--- config.mk ---
export PLATFORM = sky130hd
export DESIGN_NAME = rns_sor_mulmod
export DESIGN_NICKNAME = d
export VERILOG_FILES = /design/src/rtl/rns_sor_pkg.sv /design/src/rtl/rns_chan_reduce.sv /design/src/rtl/rns_alpha_est.sv /design/src/rtl/rns_col_sum.sv /design/src/rtl/rns_sor_mulmod.sv
export SDC_FILE = /design/constraint.sdc
export NUM_CORES = 2
export LEC_CHECK = 0
export BUFFER_PORTS_ARGS = -buffer_cell sky130_fd_sc_hd__clkbuf_2
export CAP_MARGIN = 20
export CORE_MARGIN = 1.5
export CORE_UTILIZATION = 59
export CTS_CLUSTER_DIAMETER = 40
export DETAILED_ROUTE_END_ITERATION = 10
export GPL_TIMING_DRIVEN = 0
export PLACE_DENSITY = 0.82
export SETUP_SLACK_MARGIN = 0.3
export SYNTH_ARGS = -nofsm -noshare
export SYNTH_HDL_FRONTEND = slang
export SYNTH_HIERARCHICAL = 1
export SYNTH_SLANG_ARGS = --single-unit
--- constraint.sdc ---
create_clock -name clk -period 13.6 [get_ports clk]
set_clock_uncertainty 0.15 [all_clocks]
set_input_delay 2.72 -clock clk [delete_from_list [all_inputs] [get_ports clk]]
set_output_delay 2.72 -clock clk [all_outputs]
set_load 0.005 [all_outputs]
--- src/rtl/rns_sor_pkg.sv ---
package rns_sor_pkg;

    localparam int unsigned DEF_CH   = 4;
    localparam int unsigned DEF_W    = 8;
    localparam int unsigned DEF_Q    = 6;
    localparam int unsigned DEF_BIGM = 37;
    // channel 0 in the low byte, ascending moduli
    localparam logic [DEF_CH*DEF_W-1:0] DEF_MODS = {8'd255, 8'd254, 8'd253, 8'd251};

    typedef logic [63:0] wide_t;

    // one register stage per algorithm step; the index is the stage's valid bit
    typedef enum logic [2:0] {
        ST_IN    = 3'd0,
        ST_PROD  = 3'd1,
        ST_GAMMA = 3'd2,
        ST_PROJ  = 3'd3,
        ST_SUM   = 3'd4,
        ST_FOLD  = 3'd5
    } stage_e;

    // multiplicative inverse by search; used only at elaboration on short moduli
    function automatic wide_t mod_inverse(input wide_t val, input wide_t modulus);
        wide_t found;
        found = 64'd0;
        for (wide_t t = 64'd1; t < modulus; t++) begin
            if (found == 64'd0 && ((val * t) % modulus) == 64'd1) begin
                found = t;
            end
        end
        return found;
    endfunction

endpackage

--- src/rtl/rns_chan_reduce.sv ---
// Barrett reduction of an unsigned value by a constant channel modulus.
// Shift of IN_W+1 keeps the quotient estimate within one of the truth,
// so one conditional subtraction finishes the job.
module rns_chan_reduce #(
    parameter int unsigned IN_W = 16,
    parameter int unsigned W    = 8,
    parameter int unsigned MODV = 251
) (
    input  logic [IN_W-1:0] val,
    output logic [W-1:0]    res
);
    localparam int unsigned SH = IN_W + 1;
    localparam int unsigned KW = SH + 1;
    localparam int unsigned PW = IN_W + KW;
    localparam logic [KW-1:0]   KC     = KW'((64'd1 << SH) / 64'(MODV));
    localparam logic [IN_W-1:0] MOD_IN = IN_W'(MODV);

    logic [PW-1:0]   prod;
    logic [IN_W-1:0] quo;
    logic [IN_W-1:0] rem_raw;
    logic            unused_prod_bits;

    always_comb begin
        prod    = {{KW{1'b0}}, val} * {{IN_W{1'b0}}, KC};
        quo     = prod[SH +: IN_W];
        rem_raw = val - (quo * MOD_IN);
        res     = (rem_raw >= MOD_IN) ? W'(rem_raw - MOD_IN) : W'(rem_raw);
    end

    assign unused_prod_bits = ^{prod[SH-1:0], prod[PW-1]};

endmodule

--- src/rtl/rns_alpha_est.sv ---
// Estimates alpha as floor(sum(gamma_i >> (W-Q)) / 2^Q + 1/2).
module rns_alpha_est #(
    parameter int unsigned CH   = 4,
    parameter int unsigned W    = 8,
    parameter int unsigned Q    = 6,
    parameter int unsigned AL_W = 3
) (
    input  logic [CH*W-1:0] gam,
    output logic [AL_W-1:0] alpha
);
    localparam int unsigned ACC_W = Q + $clog2(CH) + 1;
    localparam int unsigned DROP  = W - Q;

    logic [ACC_W-1:0] acc;
    logic [ACC_W-1:0] shifted;

    always_comb begin
        acc = ACC_W'(1) << (Q - 1);
        for (int i = 0; i < CH; i++) begin
            acc = acc + ACC_W'(gam[i*W + DROP +: Q]);
        end
        shifted = acc >> Q;
        alpha   = AL_W'(shifted);
    end

    if (DROP > 0) begin : g_drop
        logic [CH*DROP-1:0] unused_low;
        for (genvar i = 0; i < CH; i++) begin : g_lo
            assign unused_low[i*DROP +: DROP] = gam[i*W +: DROP];
        end
    end

endmodule

--- src/rtl/rns_col_sum.sv ---
// Plain (non-modular) sum of CH channel words, widened to SUM_W bits.
module rns_col_sum #(
    parameter int unsigned CH    = 4,
    parameter int unsigned W     = 8,
    parameter int unsigned SUM_W = 10
) (
    input  logic [CH*W-1:0]  terms,
    output logic [SUM_W-1:0] total
);
    always_comb begin
        total = '0;
        for (int i = 0; i < CH; i++) begin
            total = total + SUM_W'(terms[i*W +: W]);
        end
    end
endmodule

--- src/rtl/rns_sor_mulmod.sv ---
module rns_sor_mulmod
    import rns_sor_pkg::*;
#(
    parameter int unsigned     CH   = DEF_CH,
    parameter int unsigned     W    = DEF_W,
    parameter int unsigned     Q    = DEF_Q,
    parameter int unsigned     BIGM = DEF_BIGM,
    parameter logic [CH*W-1:0] MODS = DEF_MODS
) (
    input  logic            clk,
    input  logic            rst,
    input  logic            start,
    input  logic [CH*W-1:0] a_res,
    input  logic [CH*W-1:0] b_res,
    output logic [CH*W-1:0] z_res,
    output logic            done
);
    localparam int unsigned NSTG   = int'(ST_FOLD) + 1;
    localparam int unsigned AL_W   = $clog2(CH) + 1;
    localparam int unsigned SUM_W  = W + $clog2(CH);
    localparam int unsigned FOLD_W = SUM_W + 1;
    localparam int unsigned PROD_W = 2 * W;

    // ---------------- elaboration-time constants ----------------
    function automatic wide_t mod_of(input int unsigned idx);
        return wide_t'(MODS[idx*W +: W]);
    endfunction

    function automatic wide_t dyn_range();
        wide_t p;
        p = 64'd1;
        for (int unsigned i = 0; i < CH; i++) p = p * mod_of(i);
        return p;
    endfunction

    localparam wide_t DR = dyn_range();

    function automatic wide_t inv_const(input int unsigned i);
        return mod_inverse((DR / mod_of(i)) % mod_of(i), mod_of(i));
    endfunction

    function automatic wide_t proj_const(input int unsigned i, input int unsigned j);
        return ((DR / mod_of(i)) % wide_t'(BIGM)) % mod_of(j);
    endfunction

    function automatic wide_t corr_const(input int unsigned a, input int unsigned j);
        wide_t ad;
        ad = (wide_t'(a) * DR) % wide_t'(BIGM);
        return ((wide_t'(BIGM) - ad) % wide_t'(BIGM)) % mod_of(j);
    endfunction

    // ---------------- stage control ----------------
    logic [NSTG-1:0]    vld_q;
    logic [CH*W-1:0]    g_vec;
    logic [CH*CH*W-1:0] y_vec;
    logic [AL_W-1:0]    al_d, al_q;
    logic [CH*W-1:0]    z_vec;

    always_ff @(posedge clk) begin
        if (rst) vld_q <= '0;
        else     vld_q <= {vld_q[NSTG-2:0], start};
    end

    // ---------------- steps 1 and 2: product, then gamma ----------------
    for (genvar j = 0; j < CH; j++) begin : g_chan
        localparam int unsigned    MJ   = int'(mod_of(j));
        localparam logic [W-1:0]   GINV = W'(inv_const(j));
        logic [W-1:0] a_q, b_q, x_d, x_q, g_d, g_q;

        always_ff @(posedge clk) begin
            if (start) begin
                a_q <= a_res[j*W +: W];
                b_q <= b_res[j*W +: W];
            end
            x_q <= x_d;
            g_q <= g_d;
        end

        rns_chan_reduce #(.IN_W(PROD_W), .W(W), .MODV(MJ)) u_red_x (
            .val ({{W{1'b0}}, a_q} * {{W{1'b0}}, b_q}),
            .res (x_d)
        );

        rns_chan_reduce #(.IN_W(PROD_W), .W(W), .MODV(MJ)) u_red_g (
            .val ({{W{1'b0}}, x_q} * {{W{1'b0}}, GINV}),
            .res (g_d)
        );

        assign g_vec[j*W +: W] = g_q;
    end

    // ---------------- step 4: projections gamma_i * (D_i mod M) mod m_j ----------------
    for (genvar i = 0; i < CH; i++) begin : g_src
        for (genvar j = 0; j < CH; j++) begin : g_dst
            localparam int unsigned  MJ = int'(mod_of(j));
            localparam logic [W-1:0] YC = W'(proj_const(i, j));
            logic [W-1:0] y_d, y_q;

            rns_chan_reduce #(.IN_W(PROD_W), .W(W), .MODV(MJ)) u_red_y (
                .val ({{W{1'b0}}, g_vec[i*W +: W]} * {{W{1'b0}}, YC}),
                .res (y_d)
            );

            always_ff @(posedge clk) y_q <= y_d;

            assign y_vec[(j*CH + i)*W +: W] = y_q;
        end
    end

    // ---------------- step 3: alpha estimate, concurrent with step 4 ----------------
    rns_alpha_est #(.CH(CH), .W(W), .Q(Q), .AL_W(AL_W)) u_alpha (
        .gam   (g_vec),
        .alpha (al_d)
    );

    always_ff @(posedge clk) al_q <= al_d;

    // alpha is exact for valid operands and so stays below the channel count
    AST_ALPHA_RANGE: assert property (@(posedge clk) disable iff (rst)
        vld_q[ST_PROJ] |-> (al_q < AL_W'(CH)));

    // ---------------- steps 5 and 6: column sum, correction, final fold ----------------
    for (genvar j = 0; j < CH; j++) begin : g_out
        localparam int unsigned MJ = int'(mod_of(j));
        logic [CH*W-1:0]  ctab;
        logic [SUM_W-1:0] s_d, s_q;
        logic [W-1:0]     c_d, c_q, z_d, z_q;

        for (genvar k = 0; k < CH; k++) begin : g_tab
            assign ctab[k*W +: W] = W'(corr_const(k, j));
        end

        always_comb begin
            c_d = '0;
            for (int k = 0; k < CH; k++) begin
                if (al_q == AL_W'(k)) c_d = ctab[k*W +: W];
            end
        end

        rns_col_sum #(.CH(CH), .W(W), .SUM_W(SUM_W)) u_sum (
            .terms (y_vec[j*CH*W +: CH*W]),
            .total (s_d)
        );

        rns_chan_reduce #(.IN_W(FOLD_W), .W(W), .MODV(MJ)) u_red_z (
            .val (FOLD_W'(s_q) + FOLD_W'(c_q)),
            .res (z_d)
        );

        always_ff @(posedge clk) begin
            s_q <= s_d;
            c_q <= c_d;
            if (rst)                 z_q <= '0;
            else if (vld_q[ST_SUM])  z_q <= z_d;
        end

        assign z_vec[j*W +: W] = z_q;

        AST_RESIDUE_RANGE: assert property (@(posedge clk) disable iff (rst)
            z_q < W'(MJ));
    end

    assign z_res = z_vec;
    assign done  = vld_q[ST_FOLD];

    AST_DONE_LATENCY: assert property (@(posedge clk) disable iff (rst)
        done |-> $past(start, NSTG));

    AST_Z_HOLD: assert property (@(posedge clk) disable iff (rst)
        !done |-> $stable(z_res));

endmodule

Word-level counts from Yosys, hierarchy flattened
Index checks and enable logic that the tools add are counted.

storage, ports and cells
  input port bits = 67
  bits in registers = 345
  output and inout port bits = 33

operators by class
  add/subtract/negate cells = 76
  reduce and logical (&&, ||, !) cells = 1
  multipliers = 64
  $lt $le $gt $ge = 28
  equality and inequality tests = 3
  mux-type cells = 30

operator list
  operator                 count
  $ge A16 B8 Y1 const B    24
  $mul A9 B8 Y16 const B   18
  $sub A13 B16 Y16         16
  $mux W8                  28
  $sub A8 B8 Y8 const B    28
  $mul A13 B9 Y22 const B  7
  $mul A16 B9 Y25 const B  4
  $sub A16 B16 Y16         6
  $mul A9 B7 Y15 const B   6
  $add A10 B8 Y10          8
  $mul A8 B8 Y16           4
  $mul A12 B9 Y21 const B  3
  $mul A11 B9 Y20 const B  3
  $add A10 B8 Y11          4
  $ge A11 B8 Y1 const B    4
  $sub A11 B11 Y11         4
  $mul A13 B8 Y21 const B  2
  $mul A8 B5 Y13 const B   3
  $add A8 B8 Y9            4
  $mul A3 B8 Y11 const B   3
  $add A9 B6 Y9            3
  $mul A16 B8 Y24 const B  1
  $mul A14 B9 Y23 const B  1
  $mul A15 B8 Y23 const B  1
  15 further kinds         17

Longest topological paths before layout
  depth after elaboration = 6
  mapped depth = 51
  mapped depth without buffers = 51

By module
The synthesis kept the hierarchy.

by module, submodules not included
  module                                        cells an instance  sequential area each (µm²)  area each (µm²)  instances
  rns_sor_mulmod                                2137               7427.1                      22979.5          1
  rns_chan_reduce at g_chan[1].u_red_g ...      485                0.0                         4140.2           5
  rns_chan_reduce at g_chan[0].u_red_g ...      483                0.0                         4135.2           4
  rns_chan_reduce at g_chan[3].u_red_g ...      423                0.0                         3380.7           4
  rns_chan_reduce at g_chan[2].u_red_g ...      335                0.0                         2867.8           4
  rns_chan_reduce at g_src[0].g_dst[0].u_red_y  479                0.0                         4127.7           1
  rns_chan_reduce at g_src[3].g_dst[1].u_red_y  482                0.0                         4052.6           1
  rns_chan_reduce at g_src[3].g_dst[0].u_red_y  464                0.0                         4041.4           1
  rns_chan_reduce at g_src[3].g_dst[3].u_red_y  413                0.0                         3417.0           1
  rns_chan_reduce at g_src[2].g_dst[3].u_red_y  389                0.0                         3323.2           1
  rns_chan_reduce at g_src[3].g_dst[2].u_red_y  371                0.0                         3090.5           1
  rns_chan_reduce at g_src[2].g_dst[2].u_red_y  349                0.0                         2949.1           1
  rns_col_sum at g_out[0].u_sum ...             92                 0.0                         760.7            3
  rns_chan_reduce at g_out[1].u_red_z           143                0.0                         1114.8           1
  +5 rows                                       n/a                n/a                         n/a              n/a

Worst setup path after synthesis
No wires, ideal clock.

  kind = flip-flop to flip-flop
  from = register g_chan[0].a_q[4]
  to = register g_chan[0].x_q[3]
  clock period less this slack = 12594 ps
  slack = 1006 ps
  cell stages (with the launch flop) = 46
  arrival = 12317 ps
  cells stage by stage = edfxtp_1 and2_1 fa_1 fa_1 fa_1 inv_1 fa_1 inv_1 ha_1 o21a_1 o21a_1 o221ai_1 o21ai_0 a21oi_1 xnor2_1 ha_1 ha_1 ha_1 [... 10 more ...] inv_1 fa_1 fa_1 inv_1 fa_1 fa_1 inv_1 ha_1 buf_6 a211o_1 and4b_1 a221o_1 o2111ai_2 mux2i_1 or4_4 or3_4 o41ai_1 nand2_1

between the ends
  cells in the longest elaborated chain, start to end = 6
  elaborated cells between the ends (all ways) = 7

ends and longest elaborated chain
  item                                                   RTL line               text
  start: declaration                                     rns_sor_mulmod.sv:68   logic [W-1:0] a_q, b_q, x_d, x_q, g_d, g_q;
  start signal: assignment                               rns_sor_mulmod.sv:72   a_q <= a_res[j*W +: W];
  $mul A8 B8 Y16 *                                       rns_sor_mulmod.sv:80   .val ({{W{1'b0}}, a_q} * {{W{1'b0}}, b_q}),
  $mul A16 B9 Y25                                        rns_chan_reduce.sv:24  prod = {{KW{1'b0}}, val} * {{IN_W{1'b0}}, KC};
  $mul A9 B8 Y16                                         rns_chan_reduce.sv:26  rem_raw = val - (quo * MOD_IN);
  $sub A16 B16 Y16 *                                     rns_chan_reduce.sv:26
  $ge A16 B8 Y1 / $sub A8 B8 Y8 (equally long branches)  rns_chan_reduce.sv:27  res = (rem_raw >= MOD_IN) ? W'(rem_raw - MOD_IN) : W'(rem_raw);
  $mux W8 *                                              rns_chan_reduce.sv:27
  named net g_chan[0].x_d[3]                             rns_sor_mulmod.sv:68
  end signal: assignment                                 rns_sor_mulmod.sv:75   x_q <= x_d;
  end: declaration                                       rns_sor_mulmod.sv:68

Mark *: on every way through the listed nets, which the timed path passes. The rest lies on a longest branch.
A chain may end at the register's enable or synchronous reset.

Worst setup path after layout
  from = register g_chan[0].b_q[2]
  to = register g_chan[0].x_q[3]

between the ends
  cells in the longest elaborated chain, start to end = 6
  elaborated cells between the ends (all ways) = 7

ends and longest elaborated chain
  item                                                   RTL line               text
  start: declaration                                     rns_sor_mulmod.sv:68
  start signal: assignment                               rns_sor_mulmod.sv:73   b_q <= b_res[j*W +: W];
  $mul A8 B8 Y16 *                                       rns_sor_mulmod.sv:80
  $mul A16 B9 Y25                                        rns_chan_reduce.sv:24
  $mul A9 B8 Y16                                         rns_chan_reduce.sv:26
  $sub A16 B16 Y16 *                                     rns_chan_reduce.sv:26
  $ge A16 B8 Y1 / $sub A8 B8 Y8 (equally long branches)  rns_chan_reduce.sv:27
  $mux W8 *                                              rns_chan_reduce.sv:27
  named net g_chan[0].x_d[3]                             rns_sor_mulmod.sv:68

Marks and branches as above.

==> key figures <==
Run status
  – Outcome: finished clean

Placed design
  – Port-buffer cells: 98
  – Placer Congestion: 0.912
  – Worst slack, placed: -0.486 ns
  – Hpwl dp: 210 mm

Hold path
  – Hold Crit Start: vld_q[3]$_SDFF_PP0_
  – Worst Hold End: vld_q[4]$_SDFF_PP0_
  – Hold path cells: 1
  – Hold WC Path Type: flop to flop

Routing
  – DR iter-0 viols: 4,470
  – Drt total wl: 246 mm
  – Wire per inst: 14.8 µm
  – DR vias/cell: 5.46
  – Routed Antenna Nets: 0
  – Residual DRC count: 0
  – Pre-antenna DRT Iters: 8
  – DR vias: 90,840

Synth
  – Synthesized area per cell: 8.79 µm²
  – Mapped cell area: ~120,000 µm²
  – Sequential area share after synthesis: 6.29%
  – Distinct cells, synth: 156
  – Post-synth EDFFs: 64
  – Synth warn: 6
  – FF+latch count, synth: 339
  – Post-synthesis cell count: 13,442
  – Post-synthesis async set-or-reset flop share: 0%
  – Synth Flop Type: dfxtp_1

Critical path
  – CP Launch Point: g_chan[0].b_q[2]$_DFFE_PP_
  – CP max stage cell: xnor2_1
  – Most frequent CP cell: fa_1
  – Reg2reg end: g_chan[0].x_q[3]$_DFF_P_
  – Startpoint types: flop
  – Critical Path RT: between 10 and 15 ns
  – Nature of the critical path endpoint: flop
  – R2R depth: 44
  – Worst setup path class: flop to flop
  – Worst r2r src: g_chan[0].b_q[2]$_DFFE_PP_
  – Max incr delay on CP: 0.55 ns
  – Worst reg-to-reg setup slack: 0.72 ns
  – Critical path arrival: roughly 13 ns
  – Max FO, Critical Path: 8

STA
  – Slew Viols, Final: 0
  – Worst slew margin: 29.6%
  – Fmax: around 78 MHz
  – Final Hold Fails: 0
  – Worst slew pin tran: roughly 1.0 ns
  – Post-layout minimum cycle time: 12.88 ns
  – WHS: 0.291 ns
  – Final setup violation count: 0
  – Final worst setup slack: 0.724 ns
  – Period utilisation layout: 94.7%
  – RSZ-0062 raised after global routing: no

Flow run
  – Max Cap Violations: 0

Clock network
  – CTS clock-pin slew for the worst setup and hold paths: 0.06 ns
  – Clock Tree Buf Depth: 3
  – Clk root buf: clkbuf_16
  – Clock Latency Late Sink: 0.70 ns
  – Num CTS Buffers: 58
  – Clk sinks: 339
  – CTS tree: built
  – Post-CTS Hold Fix Bufs: 0
  – H-tree depth: 2

Cells and area
  – Area Growth Syn to Fin: 7.12%
  – Total Nets Final: around 18,000
  – Core Util, Final: 63.5%
  – Fraction of layout cells with a size suffix above 1: 5.48%
  – Commonest non-fill, non-tap cell in the layout: inv_1
  – # fillers: 16,078
  – Most frequent cells in the layout: 3,028 x inv_1, 2,527 x ha_1, 1,286 x fa_1

Floorplanning
  – # rows: 164
  – Core area: 199,000 µm²
  – Num ports: 100
  – Area of the die: between 200,000 and 250,000 µm²
  – Die Ht: ~450 µm
  – Die X: roughly 450 µm
  – Initial Util: 59.3%

GRT
  – Number of global-route vias before repair: 91,100
  – Initial antenna violation count: 3
  – First-pass GRT wire length: 419 mm
  – Pin count of the biggest net entering global routing: 50
  – GR Util All Layers: 24.1%
  – Total gr overflow: 0
per-layer routing:
| layer | routed length [µm] | global-route usage [%] |
|---|---|---|
| met1 | 109000 | 30.9 |
| met2 | 121000 | 43.1 |
| met5 | 0 | 0 |
| met3 | 8430 | 1.91 |
| met4 | 7520 | 7.05 |
how the worst max path moves through the flow:
| stage | endpoint | slack [ns] | cells past startpoint |
|---|---|---|---|
| after detailed placement | g_chan[0].x_q[3]$_DFF_P_ | -0.49 | 45 |
| after global routing | g_chan[0].x_q[3]$_DFF_P_ | 0.19 | 48 |
| final | g_chan[0].x_q[3]$_DFF_P_ | 0.72 | 44 |
| after floorplan | g_chan[0].x_q[3]$_DFF_P_ | 1.01 | 45 |
| after global placement | g_src[2].g_dst[0].y_q[6]$_DFF_P_ | -0.94 | 38 |
| after CTS | g_src[2].g_dst[0].y_q[7]$_DFF_P_ | 0.31 | 41 |
what timing repair did:
item,4_1_cts,5_1_grt
buffers inserted,0,21
gates cloned,0,0
gates resized for setup,13,89
pin swaps,0,12
setup endpoints to repair,24,55
worst max-delay path, delay by kind of cell, from the launching register on:
| kind | cells | cell delay [ns] |
|---|---|---|
| adder cells (fa/ha/maj) | 15 | 6.37 |
| flip-flops | 1 | 0.52 |
| XOR/XNOR | 2 | 0.83 |
| buffers and inverters | 9 | 0.73 |
| AO/OA/AOI/OAI | 10 | 2.28 |
| AND/OR/NAND/NOR | 8 | 1.85 |
state kept, by name, summed over array words and instances, names as in the netlist:
| name | count |
|---|---|
| g_src.g_dst.y_q | 128 |
| al_q | 3 |
| g_chan.x_q | 32 |
| g_out.s_q | 40 |
| g_chan.b_q | 32 |
| g_chan.g_q | 32 |
| vld_q | 6 |
| g_out.c_q | 2 |
| g_out.z_q | 32 |
| g_chan.a_q | 32 |
layout make-up:
| cell class | count | area [µm²] | area share [%] |
|---|---|---|---|
| flip-flops and latches | 339 | 7440 | 5.88 |
| inverters | 3029 | 11400 | 8.99 |
| well taps | 2656 | 3320 | 2.63 |
| clock buffers | 62 | 1490 | 1.18 |
| multi-input cells | 10146 | 100000 | 79.0 |
| repair buffers | 152 | 1190 | 0.943 |
| clock inverters | 48 | 542 | 0.428 |
| diodes | 2 | 5.00 | 0.00396 |
| plain buffers | 215 | 1150 | 0.910 |
cell families after synthesis:
group,Yosys count,share of synthesized area (%)
and+or+nand+nor,2611,11.9
buffers and inverters,3244,10.6
adders and majority gates,3825,48.7
DFF,339,6.29
xor gates and xnor gates,1075,8.11
other,1,0.00318
muxes,90,0.830
AOI/OAI and AO/OA,2257,13.6
cells in the mapped netlist, types with 43 or more instances:
cell type	instances	share of area, %
inv_1	3028	9.6
mux2i_1	59	0.50
and2_1	278	1.5
nand4_1	96	0.51
and3_1	110	0.58
nand2b_1	111	0.59
nor2b_1	116	0.61
fa_1	1287	22
edfxtp_1	64	1.6
xor2_1	350	2.6
o22ai_1	51	0.27
o2111ai_1	43	0.32
a211oi_1	104	0.66
dfxtp_1	275	4.7
nand2_1	492	1.6
o211ai_1	95	0.60
nor3_1	189	0.80
xnor2_1	710	5.3
nand3_1	204	0.86
a31oi_1	72	0.38
a211o_1	47	0.35
nor2_1	572	1.8
o21ai_0	378	1.6
ha_1	2528	27
a21oi_1	581	2.5
a21o_1	167	1.1
or3_1	78	0.41
o21bai_1	75	0.48
clkbuf_1	112	0.36
o21a_1	118	0.75
metrics by stage:
stage | setup TNS [ns] | cells | cell area [µm²]
2_1_floorplan | 0 | 13729 | 119000
3_3_place_gp | -20.22 | 16483 | 123000
3_5_place_dp | -3.52 | 16516 | 124000
4_1_cts | 0 | 16626 | 126000
5_1_grt | 0 | 16647 | 126000
6_report | 0 | 16649 | 127000
Power is left out: the tool's default activity adds up to more than one toggle a clock period on the data nets, which glitch-free logic cannot reach.
